File: src/rtl/cuq_pkg.sv
package cuq_pkg;
  typedef enum logic [1:0] {
    CQ_IDLE  = 2'd0,
    CQ_ISSUE = 2'd1,
    CQ_WAIT  = 2'd2
  } cq_state_e;
endpackage

File: src/rtl/cuq_prio.sv
// Lowest-index-first selector over a request vector.
module cuq_prio #(
  parameter int unsigned N = 12,
  localparam int unsigned IW = (N > 1) ? $clog2(N) : 1
) (
  input  logic [N-1:0]  vec,
  output logic          any,
  output logic [IW-1:0] idx
);
  always_comb begin
    any = 1'b0;
    idx = '0;
    for (int i = int'(N) - 1; i >= 0; i--) begin
      if (vec[i]) begin
        any = 1'b1;
        idx = IW'(i);
      end
    end
  end
endmodule

File: src/rtl/cuq_slots.sv
// Address slot storage with valid bits and associative lookup.
module cuq_slots #(
  parameter int unsigned N  = 12,
  parameter int unsigned AW = 26,
  localparam int unsigned IW = (N > 1) ? $clog2(N) : 1
) (
  input  logic                 clk,
  input  logic                 rst_n,
  input  logic                 clr,
  input  logic                 wr_en,
  input  logic [IW-1:0]        wr_idx,
  input  logic [AW-1:0]        wr_addr,
  input  logic                 rm_en,
  input  logic [IW-1:0]        rm_idx,
  input  logic [AW-1:0]        look_addr,
  output logic [N-1:0]         vld,
  output logic [N-1:0][AW-1:0] slot_addr,
  output logic                 hit
);
  logic [N-1:0] vld_d;
  logic [N-1:0] hit_vec;

  always_comb begin
    vld_d = vld;
    if (clr) begin
      vld_d = '0;
    end else begin
      if (rm_en)  vld_d[rm_idx] = 1'b0;
      if (wr_en)  vld_d[wr_idx] = 1'b1;
    end
  end

  always_ff @(posedge clk or negedge rst_n) begin
    if (!rst_n) vld <= '0;
    else        vld <= vld_d;
  end

  for (genvar g = 0; g < int'(N); g++) begin : g_slot
    logic [AW-1:0] a_q;
    logic          we;
    assign we = wr_en && !clr && (wr_idx == IW'(g));
    always_ff @(posedge clk) begin
      if (we) a_q <= wr_addr;
    end
    assign slot_addr[g] = a_q;
    assign hit_vec[g]   = vld[g] && (a_q == look_addr);
  end

  assign hit = |hit_vec;
endmodule

File: src/rtl/commit_upgrade_queue.sv
module commit_upgrade_queue #(
  parameter int unsigned DEPTH = 12,
  parameter int unsigned AW    = 26
) (
  input  logic          clk,
  input  logic          rst_n,
  input  logic          ins_valid,
  input  logic [AW-1:0] ins_addr,
  input  logic          squash,
  input  logic          commit_start,
  output logic          upg_req_valid,
  output logic [AW-1:0] upg_req_addr,
  input  logic          upg_req_ready,
  input  logic          upg_ack_valid,
  input  logic [AW-1:0] upg_ack_addr,
  output logic          dirty_valid,
  output logic [AW-1:0] dirty_addr,
  output logic          flush_done,
  output logic          overflow
);
  import cuq_pkg::*;
  localparam int unsigned IW = (DEPTH > 1) ? $clog2(DEPTH) : 1;

  cq_state_e state_q, state_d;
  logic [IW-1:0] cur_q, cur_d;
  logic ovf_q, ovf_d;
  logic done_q, done_d;
  logic dv_q, dv_d;
  logic [AW-1:0] da_q;

  logic [DEPTH-1:0]          vld;
  logic [DEPTH-1:0][AW-1:0]  slot_addr;
  logic                      hit;
  logic                      free_any, occ_any;
  logic [IW-1:0]             free_idx, occ_idx;
  logic                      wr_en, rm_en, clr;
  logic                      accept_ins, ack_match, rest_any;
  logic [DEPTH-1:0]          vld_rest;

  cuq_slots #(.N(DEPTH), .AW(AW)) u_slots (
    .clk(clk), .rst_n(rst_n), .clr(clr),
    .wr_en(wr_en), .wr_idx(free_idx), .wr_addr(ins_addr),
    .rm_en(rm_en), .rm_idx(cur_q), .look_addr(ins_addr),
    .vld(vld), .slot_addr(slot_addr), .hit(hit)
  );

  cuq_prio #(.N(DEPTH)) u_free (.vec(~vld), .any(free_any), .idx(free_idx));
  cuq_prio #(.N(DEPTH)) u_occ  (.vec(vld),  .any(occ_any),  .idx(occ_idx));

  assign accept_ins = (state_q == CQ_IDLE) && ins_valid && !squash &&
                      !commit_start && !ovf_q && !hit;
  assign wr_en      = accept_ins && free_any;
  assign ack_match  = (state_q == CQ_WAIT) && upg_ack_valid &&
                      (upg_ack_addr == slot_addr[cur_q]);

  always_comb begin
    vld_rest        = vld;
    vld_rest[cur_q] = 1'b0;
  end
  assign rest_any = |vld_rest;

  always_comb begin
    state_d = state_q;
    cur_d   = cur_q;
    ovf_d   = ovf_q;
    done_d  = 1'b0;
    dv_d    = 1'b0;
    rm_en   = 1'b0;
    clr     = 1'b0;
    if (squash) begin
      state_d = CQ_IDLE;
      ovf_d   = 1'b0;
      clr     = 1'b1;
    end else begin
      unique case (state_q)
        CQ_IDLE: begin
          if (accept_ins && !free_any) ovf_d = 1'b1;
          if (commit_start && !ovf_q) begin
            if (occ_any) state_d = CQ_ISSUE;
            else         done_d  = 1'b1;
          end
        end
        CQ_ISSUE: begin
          if (upg_req_ready) begin
            cur_d   = occ_idx;
            state_d = CQ_WAIT;
          end
        end
        CQ_WAIT: begin
          if (ack_match) begin
            rm_en = 1'b1;
            dv_d  = 1'b1;
            if (rest_any) state_d = CQ_ISSUE;
            else begin
              state_d = CQ_IDLE;
              done_d  = 1'b1;
            end
          end
        end
        default: state_d = CQ_IDLE;
      endcase
    end
  end

  always_ff @(posedge clk or negedge rst_n) begin
    if (!rst_n) begin
      state_q <= CQ_IDLE;
      cur_q   <= '0;
      ovf_q   <= 1'b0;
      done_q  <= 1'b0;
      dv_q    <= 1'b0;
    end else begin
      state_q <= state_d;
      cur_q   <= cur_d;
      ovf_q   <= ovf_d;
      done_q  <= done_d;
      dv_q    <= dv_d;
    end
  end

  always_ff @(posedge clk) begin
    if (dv_d) da_q <= slot_addr[cur_q];
  end

  assign upg_req_valid = (state_q == CQ_ISSUE);
  assign upg_req_addr  = slot_addr[occ_idx];
  assign dirty_valid   = dv_q;
  assign dirty_addr    = da_q;
  assign flush_done    = done_q;
  assign overflow      = ovf_q;
endmodule

File: config.mk
export PLATFORM = sky130hd
export DESIGN_NAME = commit_upgrade_queue
export DESIGN_NICKNAME = d
export VERILOG_FILES = /design/src/rtl/cuq_pkg.sv /design/src/rtl/cuq_prio.sv /design/src/rtl/cuq_slots.sv /design/src/rtl/commit_upgrade_queue.sv
export SDC_FILE = /design/constraint.sdc
export NUM_CORES = 1
export LEC_CHECK = 0
export BUFFER_PORTS_ARGS = -buffer_cell sky130_fd_sc_hd__buf_4
export CAP_MARGIN = 10
export CORE_MARGIN = 2
export CORE_UTILIZATION = 40
export DETAILED_ROUTE_END_ITERATION = 10
export PLACE_DENSITY = 0.56
export SYNTH_ARGS = -nofsm -noshare
export SYNTH_HDL_FRONTEND = slang
export SYNTH_HIERARCHICAL = 1
export SYNTH_SLANG_ARGS = --single-unit
File: constraint.sdc
create_clock -name clk -period 8.2 [get_ports clk]
set_clock_uncertainty 0.2 [all_clocks]
set_input_delay 0.82 -clock clk [delete_from_list [all_inputs] [get_ports clk]]
set_output_delay 0.82 -clock clk [all_outputs]
set_load 0.01 [all_outputs]
## Word-level counts from Yosys, hierarchy flattened

Cells that the tools add are included.
Widths: inputs -> output; s select.

| word-level totals | value |
|---|---|
| output and inout bits | 56 |
| word-level logic and storage cells | 191 |
| bits in registers | 359 |

| operators by class | value |
|---|---|
| equal/unequal tests | 30 |
| $lt $le $gt $ge | 5 |
| bitwise operators | 5 |
| reduce and logical (&&, ||, !) cells | 52 |
| muxes and demuxes | 80 |

Operator list:

| kind | count |
|---|---|
| $eq 26x26->1 | 13 |
| $bmux 26 s4 | 2 |
| $mux 4 | 24 |
| $mux 26 | 2 |
| $mux 12 | 4 |
| $mux 1 | 39 |
| $logic_and 1x1->1 | 37 |
| $not 12->12 | 2 |
| $reduce_or 12->1 | 2 |
| $eq 4x3->1 const B | 4 |
| $eq 4x4->1 const B | 4 |
| $lt 4x5->1 const B | 3 |
| $and 12x12->12 | 1 |
| $or 12x12->12 | 1 |
| $mux 2 | 5 |
| $demux 1 s4 | 2 |
| $eq 4x2->1 const B | 2 |
| $ge 4x1->1 const B | 2 |
| $logic_not 1->1 | 6 |
| $ne 3x2->1 const B | 2 |
| $ne 3x3->1 const B | 2 |
| $pmux 2 s3 | 1 |
| $eq 4x1->1 const B | 1 |
| $logic_not 4->1 | 1 |
| 9 further kinds | 10 |

## Logic depth before layout (Yosys ltp)

| depth | value |
|---|---|
| depth in word-level cells | 20 |
| mapped depth | 16 |
| gate-level depth less buffers | 15 |

## Cells and area by module

The synthesis kept the hierarchy.

Modules (own cells, without submodules):

| module | times used | cells each | area each (um2) | seq. area each (um2) |
|---|---|---|---|---|
| cuq_slots | 1 | 832 | 13,718.2 | 9,669.3 |
| commit_upgrade_queue | 1 | 669 | 7,298.2 | 1,006.0 |
| cuq_prio | 2 | 22 | 128.9 | 0.0 |

## Worst setup path after synthesis

OpenSTA, ideal clock, no wires.

| timing | value |
|---|---|
| kind | flip-flop to flip-flop |
| start | register cur_q[0] |
| end | register u_slots.vld[5] |
| path slack | 2.701 ns |
| period minus slack after synthesis | 5.499 ns |
| stages on the path, launching flop included | 17 |
| data arrival time | 5.178 ns |
| library setup time | 0.121 ns |
| path through | dfrtp_1 -> buf_6 -> buf_8 -> buf_6 -> buf_2 -> mux2i_1 -> nor2_1 -> a2111oi_4 -> nand4_2 -> a2bb2oi_2 -> nand4_2 -> nor3_1 -> nand2_1 -> or2_2 -> nor2_1 -> nand2_1 -> a31o_2 |

| on the way | value |
|---|---|
| cells in the longest elaborated chain, start to end | 12 |
| elaborated cells between the ends (all ways) | 19 |
| those cells by class | 2 x order compare; 1 x eq/ne; 11 x mux; 3 x bitwise; 2 x reduce/logical |

Ends and longest elaborated chain:

| element | RTL line | text |
|---|---|---|
| start, declared | commit_upgrade_queue.sv:25 | `logic [IW-1:0] cur_q, cur_d;` |
| start signal, assigned | commit_upgrade_queue.sv:114 | `cur_q <= cur_d;` |
| $bmux 26 s4 * | commit_upgrade_queue.sv:54 | `(upg_ack_addr == slot_addr[cur_q]);` |
| $mux 26 (implied by the code) * | commit_upgrade_queue.sv:54 |  |
| $eq 26x26->1 * | commit_upgrade_queue.sv:54 |  |
| $logic_and 1x1->1 * | commit_upgrade_queue.sv:53 | `assign ack_match = (state_q == CQ_WAIT) && upg_ack_valid &&` |
| $mux 1 * (3 in series) | n/a |  |
| named net dv_d | commit_upgrade_queue.sv:28 | `logic dv_q, dv_d;` |
| $mux 12 * | cuq_slots.sv:28 | `if (rm_en) vld_d[rm_idx] = 1'b0;` |
| $mux 12 * | cuq_slots.sv:25 | `if (clr) begin` |
| $or 12x12->12 (no line) | n/a |  |
| $mux 12 * | cuq_slots.sv:29 | `if (wr_en) vld_d[wr_idx] = 1'b1;` |
| $mux 12 * | cuq_slots.sv:25 |  |
| named net u_slots.vld_d[5] | cuq_slots.sv:20 | `logic [N-1:0] vld_d;` |
| end signal, assigned | cuq_slots.sv:35 | `else vld <= vld_d;` |
| end, declared | cuq_slots.sv:16 | `output logic [N-1:0] vld,` |

The timed path passes the listed nets; every way through them passes the cells marked *. The select of a mux whose other input is x is not followed.
A chain may end at the register's enable or synchronous reset.

## Worst setup path in the final report

| timing | value |
|---|---|
| start | register cur_q[1] |
| end | register u_slots.vld[1] |

Same word-level chain as after synthesis.

==> flow_summary.ini <==
[worst_setup_path]
crit_path_max_fanout = 32
end_kind = flop
crit_chain = buf_4 > buf_4 > mux4_2 > mux2i_1 > mux2i_1 > o211ai_1 > nor4_1 > nand4_1 > nor3_2 > nand2_1 > or2_2 > o311ai_0 > o21ai_0
crit_required_ns = 8.44
critical_path_class = reg2reg
cp_num_cells = 13
cp-start-kind = flop
rr_endpoint = u_slots/vld[1]
worstPathArrival_ns = 6.18
crit_path_end = u_slots/vld[1]
path_buf_inv = 2
rr_worst_depth = 13
reg2reg_slack_ns = 2.26
path_delay_family = simple AND/OR/NAND/NOR gates
cp_slowest_stage_delay_ns = 0.75
crit_start = cur_q[1]
slowest_stage = nor3_2
reg2reg_from = cur_q[1]

[pwr]
ir_worst_vdd_uv = 138
p_per_area_nw_per_um2 = 214
leakagePower_nw = 8.00
power_mw = 5.12

[clocking]
clkTransAtPathRegs_ns = 0.07
cts_buffers = 41
htree_levels = 2
post_cts_buffers = 0
clock-sinks = 359
cts_tree = built
insertion_delay_ns = 0.58
root_buffer = clkbuf_16
clockBufferDepth = 3

[grt]
overflow = 0
grtUsageTotal_pct = 31.5
grt_first_pass_wirelength_mm = 122
grt_antenna_before_repair = 3
grt_max_degree = 49
grt_pass1_vias = 14700

[route]
vias_per_cell = 6.51
vias = 15400
wl_mm = 88.1
dr.pass1.iters = 6
dr_wl_met3_mm = 9.00
drtIter0Drc = 2320
drc = 0
wl_per_cell_um = 37.3
wl_met1_mm = 35.4
routed.top_layer = met5
ant_nets = 0
met2_length_mm = 39.2

[floorplanning]
pin_count = 115
die_h_um = 235
start_util_pct = 40.5
die_area_um2 = 55000
core_area_um2 = 52600
dieWidth_um = 235
rows = 84

[sta]
timing.final.ws_setup_ns = 2.26
hold_viol = 0
finalCritPeriodShare_pct = 72.4
period_needed_ns = 5.94
max_freq_ghz = 0.168
max_slew.worst_pin.slew_ns = 1.04
rsz0062_at_grt = false
setup_viol = 0
relSlewSlack_pct = 30.1
slew_viol_final = 0
tns_ns = 0

[final_layout]
instances_no_fill = 2360
post-route-util_pct = 45.5
area_growth_syn_to_layout_pct = 12.3
antenna_cells = 0
fin_nets = 1702
drive_gt1_share_pct = 23.1

[synthesis]
syn_area_um2 = 21300
yosys.area_share.simple_pct = 8.21
yosys.area_share.adder_pct = 0
synth_seq_cells = 359
synth-edff-count = 338
synth.mux.area_fraction_pct = 17.9
syn_avg_cell_area_um2 = 13.8
synth_fp_nets = 1604
synth_top_family_by_area = multiplexers
synth_compound_area_share_pct = 6.23
yosysSeqAreaShare_pct = 50.2
ys_warn_count = 6
async_flop_share_pct = 5.85
synth_cells = 1545
synth_ff_type = edfxtp_1
synth_xor_area_share_pct = 13.1
yosysUniqueCellTypes = 79

[run_status]
status = complete, no violations

[job]
max_cap_viol_count = 0

[place]
gp_congestion = 1.02
io_buffers = 114
dp_cells = 2286
dp.final_hpwl_mm = 63.1
place_ws_ns = 2.51

[worst_hold_path]
hold_path.class = in2reg
-- Yosys cell counts, drive strengths merged (15+ instances only) --
cell	number	area share, %
nor4	49	1.7
inv	57	1.0
nand4	68	2.1
mux2i	104	5.0
buf	66	2.8
o22ai	36	1.1
o21ai	21	0.49
nand2	56	0.99
nor3	25	0.59
nor2	40	0.71
mux4	121	13
a21oi	17	0.40
nand3	15	0.35
dfrtp	21	2.5
clkbuf	29	0.54
nor2b	16	0.47
a221oi	15	0.71
xor2	136	5.6
xnor2	182	7.5
edfxtp	338	48
-- where the power goes --
part | internal (mW) | switching [mW] | total (mW) | leakage (nW)
clock network | 0.954 | 0.775 | 1.73 | 0.592
logic | 0.456 | 0.859 | 1.31 | 4.09
registers | 2.04 | 0.0370 | 2.07 | 3.32
total | 3.45 | 1.67 | 5.12 | 8.00
-- metrics by stage --
step	area, um2	hold WS (ns)
floorplan	21300	0.324
global placement	22700	0.362
detailed placement	22700	0.373
CTS	23900	0.250
global route	23900	0.272
finish	23900	0.269
-- registers in the layout (all words and copies together), names as in the netlist --
name,flops
dirty_addr,26
u_slots/vld,12
u_slots/g_slot.a_q,312
dirty_valid,1
cur_q,4
flush_done,1
overflow,1
state_q,2
-- layout make-up --
cell class / instances / area (um2)
fillers: 4761 / 28700
flip-flops and latches: 359 / 10700
multi-input cells: 1033 / 9790
repair buffers: 150 / 1130
clock buffers: 45 / 1050
well taps: 688 / 861
inverters: 58 / 218
clock inverters: 27 / 164
-- logic make-up after synthesis --
family                    Yosys count
muxes                             227
AOI/OAI and AO/OA                 178
xor gates and xnor gates          318
buffers and inverters             153
DFF                               359
and+or+nand+nor                   310
-- metal layers --
layer,vias to the layer above,track usage (%)
met1,7992,44.1
met5,-,0
li1,6200,-
met4,2,14.8
met3,167,6.02
met2,1011,47.2
-- how the worst min path moves through the flow --
stage | cells past startpoint | end | from | slack, ns
after floorplan | 0 | cur_q[0] | rst_n | 0.32
after global placement | 2 | overflow | overflow | 0.36
after detailed placement | 2 | overflow | overflow | 0.37
after CTS | 2 | state_q[0] | squash | 0.25
after global routing | 2 | overflow | squash | 0.27
final | 2 | state_q[0] | squash | 0.27
-- cells in the final DEF, fill, tap and decap left out, types with 8 or more instances in the layout --
cell type / Yosys / final
a21oi_1: 17 / 17
a221oi_1: 12 / 12
a22o_1: 11 / 11
a22oi_1: 14 / 14
a31o_2: 12 / 12
and3_1: 8 / 8
buf_4: 4 / 148
clkbuf_16: 0 / 41
clkinv_1: 1 / 12
clkinv_2: 0 / 9
dfrtp_1: 21 / 17
edfxtp_1: 338 / 338
inv_1: 54 / 54
mux2i_1: 103 / 103
mux4_2: 120 / 120
nand2_1: 56 / 56
nand2b_1: 12 / 12
nand3_1: 15 / 15
nand4_1: 65 / 65
nor2_1: 40 / 30
nor2_4: 0 / 10
nor2b_1: 16 / 14
nor3_1: 25 / 20
nor4_1: 41 / 41
nor4_2: 8 / 8
o21ai_0: 14 / 14
o22ai_1: 36 / 36
xnor2_1: 182 / 182
xor2_1: 136 / 136
-- what timing repair did --
item,in CTS,in global routing
gates resized for setup,0,0
hold buffers,1,0
endpoints found under the hold margin,21,0
Power figures use the tool's default switching activity.
